[config.mk]
export PLATFORM = sky130hd
export DESIGN_NAME = trace_ring_sink
export DESIGN_NICKNAME = d
export VERILOG_FILES = /design/src/rtl/trs_pkg.sv /design/src/rtl/trs_ram.sv /design/src/rtl/trs_ptrs.sv /design/src/rtl/trs_ctrl.sv /design/src/rtl/trace_ring_sink.sv
export SDC_FILE = /design/constraint.sdc
export NUM_CORES = 2
export LEC_CHECK = 0
export BUFFER_PORTS_ARGS = -buffer_cell sky130_fd_sc_hd__clkbuf_2
export CORE_UTILIZATION = 40
export DETAILED_ROUTE_END_ITERATION = 12
export SLEW_MARGIN = 20
export SYNTH_ARGS = -nofsm -noshare
export SYNTH_HDL_FRONTEND = slang
export SYNTH_SLANG_ARGS = --single-unit
[constraint.sdc]
create_clock -name clk -period 6.4 [get_ports clk]
set_input_delay 1.28 -clock clk [delete_from_list [all_inputs] [get_ports clk]]
set_output_delay 1.28 -clock clk [all_outputs]
set_load 0.05 [all_outputs]
[src/rtl/trs_pkg.sv]
package trs_pkg;
  localparam logic [11:0] OFS_DEPTH  = 12'h004;
  localparam logic [11:0] OFS_STATUS = 12'h00C;
  localparam logic [11:0] OFS_RDATA  = 12'h010;
  localparam logic [11:0] OFS_RPTR   = 12'h014;
  localparam logic [11:0] OFS_WPTR   = 12'h018;
  localparam logic [11:0] OFS_TRGCNT = 12'h01C;
  localparam logic [11:0] OFS_CTRL   = 12'h020;
  localparam logic [11:0] OFS_WDATA  = 12'h024;
  localparam logic [11:0] OFS_FSTAT  = 12'h300;
  localparam logic [11:0] OFS_FCTRL  = 12'h304;

  localparam int BIT_RUN      = 0;
  localparam int BIT_FULL     = 0;
  localparam int BIT_FMT      = 0;
  localparam int BIT_FLUSH    = 6;
  localparam int BIT_STOPFLSH = 12;
  localparam int BIT_STOPTRIG = 13;
  localparam int BIT_STOPPED  = 1;

  localparam int FRAME_WORDS = 4;
  localparam int FRAME_BITS  = $clog2(FRAME_WORDS);
endpackage

[src/rtl/trs_ram.sv]
module trs_ram #(
  parameter int DEPTH = 64,
  parameter int DW    = 32,
  localparam int AW   = $clog2(DEPTH)
) (
  input  logic          clk,
  input  logic          we,
  input  logic [AW-1:0] waddr,
  input  logic [DW-1:0] wdata,
  input  logic [AW-1:0] raddr,
  output logic [DW-1:0] rdata
);
  logic [DW-1:0] mem [DEPTH];

  always_ff @(posedge clk) begin
    if (we) mem[waddr] <= wdata;
  end

  assign rdata = mem[raddr];
endmodule

[src/rtl/trs_ptrs.sv]
module trs_ptrs #(
  parameter int DEPTH = 64,
  localparam int AW   = $clog2(DEPTH)
) (
  input  logic          clk,
  input  logic          rst_n,
  input  logic          rptr_ld,
  input  logic          wptr_ld,
  input  logic [AW-1:0] ld_val,
  input  logic          rptr_inc,
  input  logic          wptr_inc,
  output logic [AW-1:0] rptr,
  output logic [AW-1:0] wptr,
  output logic          full
);
  localparam logic [AW-1:0] LAST = AW'(DEPTH - 1);

  logic [AW-1:0] rptr_d, wptr_d;
  logic          full_d;

  function automatic logic [AW-1:0] step(input logic [AW-1:0] p);
    return (p == LAST) ? '0 : AW'(p + 1'b1);
  endfunction

  always_comb begin
    rptr_d = rptr;
    if (rptr_ld)       rptr_d = ld_val;
    else if (rptr_inc) rptr_d = step(rptr);

    wptr_d = wptr;
    full_d = full;
    if (wptr_ld) begin
      wptr_d = ld_val;
      full_d = 1'b0;
    end else if (wptr_inc) begin
      wptr_d = step(wptr);
      if (wptr == LAST) full_d = 1'b1;
    end
  end

  always_ff @(posedge clk or negedge rst_n) begin
    if (!rst_n) begin
      rptr <= '0;
      wptr <= '0;
      full <= 1'b0;
    end else begin
      rptr <= rptr_d;
      wptr <= wptr_d;
      full <= full_d;
    end
  end
endmodule

[src/rtl/trs_ctrl.sv]
module trs_ctrl
  import trs_pkg::*;
(
  input  logic                  clk,
  input  logic                  rst_n,
  input  logic                  ctl_wr,
  input  logic                  trg_wr,
  input  logic                  fctl_wr,
  input  logic [31:0]           wdata,
  input  logic                  trc_valid,
  input  logic                  trc_trigger,
  input  logic                  flush_ack,
  input  logic                  sw_ram_we,
  input  logic [FRAME_BITS-1:0] wptr_lo,
  output logic                  cap_we,
  output logic                  pad_we,
  output logic                  ctl_run,
  output logic                  halt,
  output logic                  fmt_en,
  output logic                  stop_flush,
  output logic                  stop_trig,
  output logic                  flush_pend,
  output logic [31:0]           trg_cnt
);
  logic armed, padding, flush_done;
  logic ctl_run_d, halt_d, padding_d, armed_d, flush_pend_d, flush_done_d;
  logic fmt_en_d, stop_flush_d, stop_trig_d;
  logic [31:0] trg_cnt_d;
  logic stop_hit, running, aligned, stop_req;

  assign stop_hit = armed && (trg_cnt == '0);
  assign running  = ctl_run && !halt && !padding && !stop_hit;
  assign aligned  = (wptr_lo == '0);
  assign cap_we   = running && trc_valid && !sw_ram_we;
  assign pad_we   = padding && !aligned && !sw_ram_we;
  assign stop_req = (stop_hit || (flush_done && stop_flush)) && !halt && !padding;

  always_comb begin
    ctl_run_d    = ctl_run;
    halt_d       = halt;
    padding_d    = padding;
    armed_d      = armed;
    fmt_en_d     = fmt_en;
    stop_flush_d = stop_flush;
    stop_trig_d  = stop_trig;
    trg_cnt_d    = trg_cnt;
    flush_pend_d = flush_pend;
    flush_done_d = flush_pend && flush_ack && !flush_done;

    if (padding && aligned) begin
      padding_d = 1'b0;
      halt_d    = 1'b1;
    end
    if (stop_req) begin
      armed_d = 1'b0;
      if (fmt_en && !aligned) padding_d = 1'b1;
      else                    halt_d    = 1'b1;
    end
    if (running && trc_trigger && stop_trig && !armed) armed_d = 1'b1;

    if (trg_wr)                             trg_cnt_d = wdata;
    else if (armed && cap_we && trg_cnt != '0) trg_cnt_d = trg_cnt - 32'd1;

    if (fctl_wr) begin
      fmt_en_d     = wdata[BIT_FMT];
      stop_flush_d = wdata[BIT_STOPFLSH];
      stop_trig_d  = wdata[BIT_STOPTRIG];
    end
    if (flush_done)                        flush_pend_d = 1'b0;
    else if (fctl_wr && wdata[BIT_FLUSH])  flush_pend_d = 1'b1;

    if (ctl_wr) begin
      ctl_run_d = wdata[BIT_RUN];
      padding_d = 1'b0;
      if (wdata[BIT_RUN]) begin
        halt_d  = 1'b0;
        armed_d = 1'b0;
      end
    end
  end

  always_ff @(posedge clk or negedge rst_n) begin
    if (!rst_n) begin
      ctl_run    <= 1'b0;
      halt       <= 1'b0;
      padding    <= 1'b0;
      armed      <= 1'b0;
      fmt_en     <= 1'b0;
      stop_flush <= 1'b0;
      stop_trig  <= 1'b0;
      trg_cnt    <= '0;
      flush_pend <= 1'b0;
      flush_done <= 1'b0;
    end else begin
      ctl_run    <= ctl_run_d;
      halt       <= halt_d;
      padding    <= padding_d;
      armed      <= armed_d;
      fmt_en     <= fmt_en_d;
      stop_flush <= stop_flush_d;
      stop_trig  <= stop_trig_d;
      trg_cnt    <= trg_cnt_d;
      flush_pend <= flush_pend_d;
      flush_done <= flush_done_d;
    end
  end
endmodule

[src/rtl/trace_ring_sink.sv]
module trace_ring_sink
  import trs_pkg::*;
#(
  parameter int DEPTH = 64
) (
  input  logic        clk,
  input  logic        rst_n,
  input  logic        bus_sel,
  input  logic        bus_enable,
  input  logic        bus_write,
  input  logic [11:0] bus_addr,
  input  logic [31:0] bus_wdata,
  output logic [31:0] bus_rdata,
  input  logic        trc_valid,
  input  logic [31:0] trc_data,
  input  logic        trc_trigger,
  output logic        flush_req,
  input  logic        flush_ack
);
  localparam int AW = $clog2(DEPTH);

  logic [1:0] rst_q;
  logic       rst_ni;

  always_ff @(posedge clk or negedge rst_n) begin
    if (!rst_n) rst_q <= '0;
    else        rst_q <= {rst_q[0], 1'b1};
  end
  assign rst_ni = rst_q[1];

  logic wr_acc, rd_acc;
  logic sw_ram_we, rptr_ld, wptr_ld, rptr_inc;
  logic ctl_wr, trg_wr, fctl_wr;
  logic cap_we, pad_we, ram_we;
  logic ctl_run, halt, fmt_en, stop_flush, stop_trig, flush_pend;
  logic [31:0] trg_cnt, ram_wdata, ram_rdata;
  logic [AW-1:0] rptr, wptr;
  logic full;

  assign wr_acc    = bus_sel && bus_enable && bus_write;
  assign rd_acc    = bus_sel && bus_enable && !bus_write;
  assign sw_ram_we = wr_acc && (bus_addr == OFS_WDATA);
  assign rptr_ld   = wr_acc && (bus_addr == OFS_RPTR);
  assign wptr_ld   = wr_acc && (bus_addr == OFS_WPTR);
  assign ctl_wr    = wr_acc && (bus_addr == OFS_CTRL);
  assign trg_wr    = wr_acc && (bus_addr == OFS_TRGCNT);
  assign fctl_wr   = wr_acc && (bus_addr == OFS_FCTRL);
  assign rptr_inc  = rd_acc && (bus_addr == OFS_RDATA);

  assign ram_we    = sw_ram_we || cap_we || pad_we;
  assign ram_wdata = sw_ram_we ? bus_wdata : (cap_we ? trc_data : '0);
  assign flush_req = flush_pend;

  trs_ram #(.DEPTH(DEPTH), .DW(32)) u_ram (
    .clk   (clk),
    .we    (ram_we),
    .waddr (wptr),
    .wdata (ram_wdata),
    .raddr (rptr),
    .rdata (ram_rdata)
  );

  trs_ptrs #(.DEPTH(DEPTH)) u_ptrs (
    .clk      (clk),
    .rst_n    (rst_ni),
    .rptr_ld  (rptr_ld),
    .wptr_ld  (wptr_ld),
    .ld_val   (bus_wdata[AW-1:0]),
    .rptr_inc (rptr_inc),
    .wptr_inc (ram_we),
    .rptr     (rptr),
    .wptr     (wptr),
    .full     (full)
  );

  trs_ctrl u_ctrl (
    .clk         (clk),
    .rst_n       (rst_ni),
    .ctl_wr      (ctl_wr),
    .trg_wr      (trg_wr),
    .fctl_wr     (fctl_wr),
    .wdata       (bus_wdata),
    .trc_valid   (trc_valid),
    .trc_trigger (trc_trigger),
    .flush_ack   (flush_ack),
    .sw_ram_we   (sw_ram_we),
    .wptr_lo     (wptr[FRAME_BITS-1:0]),
    .cap_we      (cap_we),
    .pad_we      (pad_we),
    .ctl_run     (ctl_run),
    .halt        (halt),
    .fmt_en      (fmt_en),
    .stop_flush  (stop_flush),
    .stop_trig   (stop_trig),
    .flush_pend  (flush_pend),
    .trg_cnt     (trg_cnt)
  );

  always_comb begin
    bus_rdata = '0;
    unique case (bus_addr)
      OFS_DEPTH:  bus_rdata = 32'(DEPTH);
      OFS_STATUS: bus_rdata[BIT_FULL] = full;
      OFS_RDATA:  bus_rdata = ram_rdata;
      OFS_RPTR:   bus_rdata = 32'(rptr);
      OFS_WPTR:   bus_rdata = 32'(wptr);
      OFS_TRGCNT: bus_rdata = trg_cnt;
      OFS_CTRL:   bus_rdata[BIT_RUN] = ctl_run;
      OFS_FSTAT:  bus_rdata[BIT_STOPPED] = !ctl_run || halt;
      OFS_FCTRL: begin
        bus_rdata[BIT_FMT]      = fmt_en;
        bus_rdata[BIT_FLUSH]    = flush_pend;
        bus_rdata[BIT_STOPFLSH] = stop_flush;
        bus_rdata[BIT_STOPTRIG] = stop_trig;
      end
      default: bus_rdata = '0;
    endcase
  end
endmodule

==> results.tsv <==
stage	metric	value	unit
outcome	status	complete, no violations	
synthesis	yosysWarnings	0	
clock_tree	ctsHtreeMaxLevel	4	
timing	fin_crit_sh	0.967	
cells_and_area	final_net_count	4191	
setup_path	crit_path_start_kind	flop	
setup_path	arrival	4.91	ns
timing	skew	0.0502	ns
place	dp_hpwl	142	mm
timing	finalHoldViolations	0	
setup_path	required	5.12	ns
clock_tree	numCtsBuffers	203	
detailed_routing	via_per_inst	6.04	
timing	tightest_slew	1.17	ns
detailed_routing	drt_iter0_drc	6105	
setup_path	critPathMaxStageDelay	1.10	ns
floorplanning	die_y	455	microns
setup_path	cp_common_cell	buf_4	
place	io_buffers	116	
setup_path	cp_max_fo	37	
synthesis	yosys_register_bits	2104	
synthesis	synth_edf_count	2048	
pwr	powerDensity	285	nW/um^2
clock_tree	hold_buffers	0	
floorplanning	die_w	455	microns
setup_path	criticalPathCategory	reg2out	
detailed_routing	detail_route.wl_per_cell	34.0	microns
synthesis	synth_top_area_frac	0.751	
cells_and_area	layout-drive-gt1-share	0.297	
timing	rsz0062_at_grt	false	
synthesis	ys_types	72	
clock_tree	cts_resized	0	
global_routing	grt_overflow	0	
synthesis	syn_avg_cell_area	21.6	sq um
clock_tree	clock-root-buffer	clkbuf_16	
cells_and_area	fill_cells	16700	
clock_tree	clk_pin_slew_worst_paths	0.07	ns
clock_tree	cts_max_path_buffers	3	
timing	slew_headroom	0.217	
floorplanning	num_io_pins	117	
setup_path	slowest_stage	dfrtp_4	
clock_tree	cts_tree	yes	
setup_path	worstSetupEndpointType	output port	
synthesis	syn_area	81900	sq um
timing	tns	0	ns
global_routing	antenna_found_initial	9	
synthesis	synth_area_leader_cell	edfxtp_1	
timing	max_freq	0.162	GHz
timing	hold_ws	0.184	ns
worst_hold_path	hp-class	in2async	
place	gp_routability_congestion	0.906	
setup_path	crit_chain	buf_4 > mux4_2 > mux2i_1 > o21ai_0 > a2111oi_0 > buf_4 > o41ai_1 > buf_4 > clkbuf_2	
timing	slew_violations	0	
detailed_routing	wirelength	236	mm
detailed_routing	firstDrtPassIters	6	
cells_and_area	area_delta_synth_final	15.1	%
floorplanning	die_area	207000	sq um
global_routing	grt_pass1_wl	326	mm
synthesis	synthesis.nets	3885	
run	drv_cap	0	
global_routing	grt_pass1_vias	40600	
global_routing	grt_max_degree	65	
floorplanning	rows	165	
global_routing	grt_use_total	0.228	
floorplanning	start_util	0.404	
setup_path	path_buf_inv	4	
timing	setup_viol	0	
clock_tree	post_cts_buffers	0	
clock_tree	numClockSinks	2104	
place	placed_area	87700	sq um
pwr	leakagePower	30.6	nW
detailed_routing	final_antenna_net_count	0	
setup_path	cp_top_family	buffers and inverters	
clock_tree	clk_latency	0.87	ns
synthesis	synthTopCellsByArea	edfxtp_1, mux4_2, dfrtp_1	
detailed_routing	drc	0	
cells_and_area	final_area	94300	sq um
timing	min_period	6.19	ns
synthesis	yosysSeqAreaShare	0.768	
synthesis	synth_ff_type	edfxtp_1	
synthesis	syn-instance-count	3796	
pwr	peakVddDrop	0.302	mV
detailed_routing	via_count	42000	
floorplanning	coreArea	203000	sq um
synthesis	ys_async_sr_fraction	0.0266	
power breakdown:
group / switching (mW) / internal (mW)
Combinational: 0.0772 / 0.0447
Sequential: 0.00424 / 14.9
Clock: 5.22 / 6.63
area by class of cell:
| type | instances | area [sq um] | area share |
|---|---|---|---|
| Antenna cell | 10 | 25.0 | 0.000265 |
| Clock buffer | 271 | 5420 | 0.0575 |
| Clock inverter | 107 | 1100 | 0.0117 |
| Inverter | 22 | 83.8 | 0.000889 |
| Multi-Input combinational cell | 1453 | 18600 | 0.197 |
| Sequential cell | 2104 | 62900 | 0.668 |
| Tap cell | 2672 | 3340 | 0.0355 |
| Timing Repair Buffer | 318 | 2810 | 0.0298 |
synth_stat cells (16+ instances only):
master,instances
a31oi_1,16
mux4_2,521
a21oi_1,63
nor4_1,22
nor2b_1,26
inv_1,22
nor2_1,151
dfrtp_1,56
mux2i_1,86
nand2_1,65
nor3_1,46
o21ai_0,25
a221oi_1,24
mux2_2,20
buf_2,90
or3_1,19
a221o_1,24
xnor2_1,31
clkbuf_1,84
nand3_1,26
edfxtp_1,2048
buf_4,16
a22o_1,38
nand2b_1,16
a22oi_1,34
o22ai_1,69
buf_1,26
sequential cells by signal, indices dropped and copies added (netlist names):
signal             count
u_ctrl.flush_pend      1
u_ctrl.stop_flush      1
u_ptrs.full            1
u_ctrl.trg_cnt        32
u_ctrl.armed           1
u_ptrs.wptr            6
u_ctrl.stop_trig       1
u_ctrl.halt            1
u_ctrl.fmt_en          1
u_ctrl.flush_done      1
u_ctrl.padding         1
u_ram.mem           2048
rst_q                  2
u_ctrl.ctl_run         1
u_ptrs.rptr            6
layout by cell type, fill, tap and decap left out, types with 19 or more instances in the layout:
cell / Yosys / final
edfxtp_1: 2048 / 2048
mux4_2: 521 / 521
clkbuf_16: 0 / 204
buf_4: 16 / 163
clkbuf_2: 0 / 101
nor2_1: 151 / 85
mux2i_1: 86 / 85
o22ai_1: 69 / 69
nand2_1: 65 / 64
nor2_4: 0 / 64
a21oi_1: 63 / 63
clkbuf_1: 84 / 61
buf_12: 0 / 54
dfrtp_1: 56 / 50
nor3_1: 46 / 45
clkinv_1: 0 / 40
a22oi_1: 34 / 34
clkinv_2: 0 / 33
xnor2_1: 31 / 31
a22o_2: 0 / 27
nand3_1: 26 / 26
o21ai_0: 25 / 25
a221o_1: 24 / 24
a221oi_1: 24 / 24
nor4_1: 22 / 22
nor2b_1: 26 / 22
inv_1: 22 / 21
mux2_2: 20 / 20
or3_1: 19 / 19
worst register-to-register path: stages (launching register included):
cell      delay [ns]
dfrtp_1         0.61
or3_1           0.52
or4_4           0.65
nor4_4          0.53
o21ai_1         0.44
nand4_1         0.30
clkinv_2        0.65
buf_4           0.55
per-layer routing:
metal  up-vias  GRT usage  routed length [microns]
met4         4     0.0762                     8390
met1     22700      0.317                    94600
met2      2220      0.357                   111000
met3       356     0.0490                    22000
met5         -          0                       24
li1      16700          -                        -
path summary, 6_finish.rpt:
kind / start / to / slack (ns) / depth (start not counted)
min in group clk: rst_q[0] / rst_q[1] / 0.36 / 0
max in group asynchronous: rst_q[1] / u_ptrs.rptr[0] / 5.29 / 1
min: rst_n / rst_q[1] / 0.18 / 1
max reg2reg: u_ctrl.trg_cnt[24] / u_ram.mem[31][2] / 1.82 / 7
max: u_ptrs.rptr[0] / bus_rdata[1] / 0.21 / 9
min reg2reg: rst_q[0] / rst_q[1] / 0.36 / 0
per-stage QoR:
step	setup slack, ns	cells	power (mW)	util
after detailed placement	0.597	6569	15.3	0.432
after global routing	0.0536	6952	27.5	0.464
after global placement	0.612	6569	15.3	0.432
after CTS	0.160	6947	27.0	0.464
final	0.212	6957	26.9	0.464
after floorplan	1.28	3796	15.2	-
cell families (layout without fill, tap and decap cells):
kind of cell,Yosys count,in the layout,share of synthesized area
adder cells (fa/ha/maj),5,5,0.000764
multiplexers,627,627,0.156
AO/OA/AOI/OAI,363,363,0.0320
XOR/XNOR,31,31,0.00331
buffers and inverters,239,718,0.0131
AND/OR/NAND/NOR,426,426,0.0265
flip-flops,2104,2104,0.768
other,1,11,0.0000458
Power figures use the tool's default switching activity.
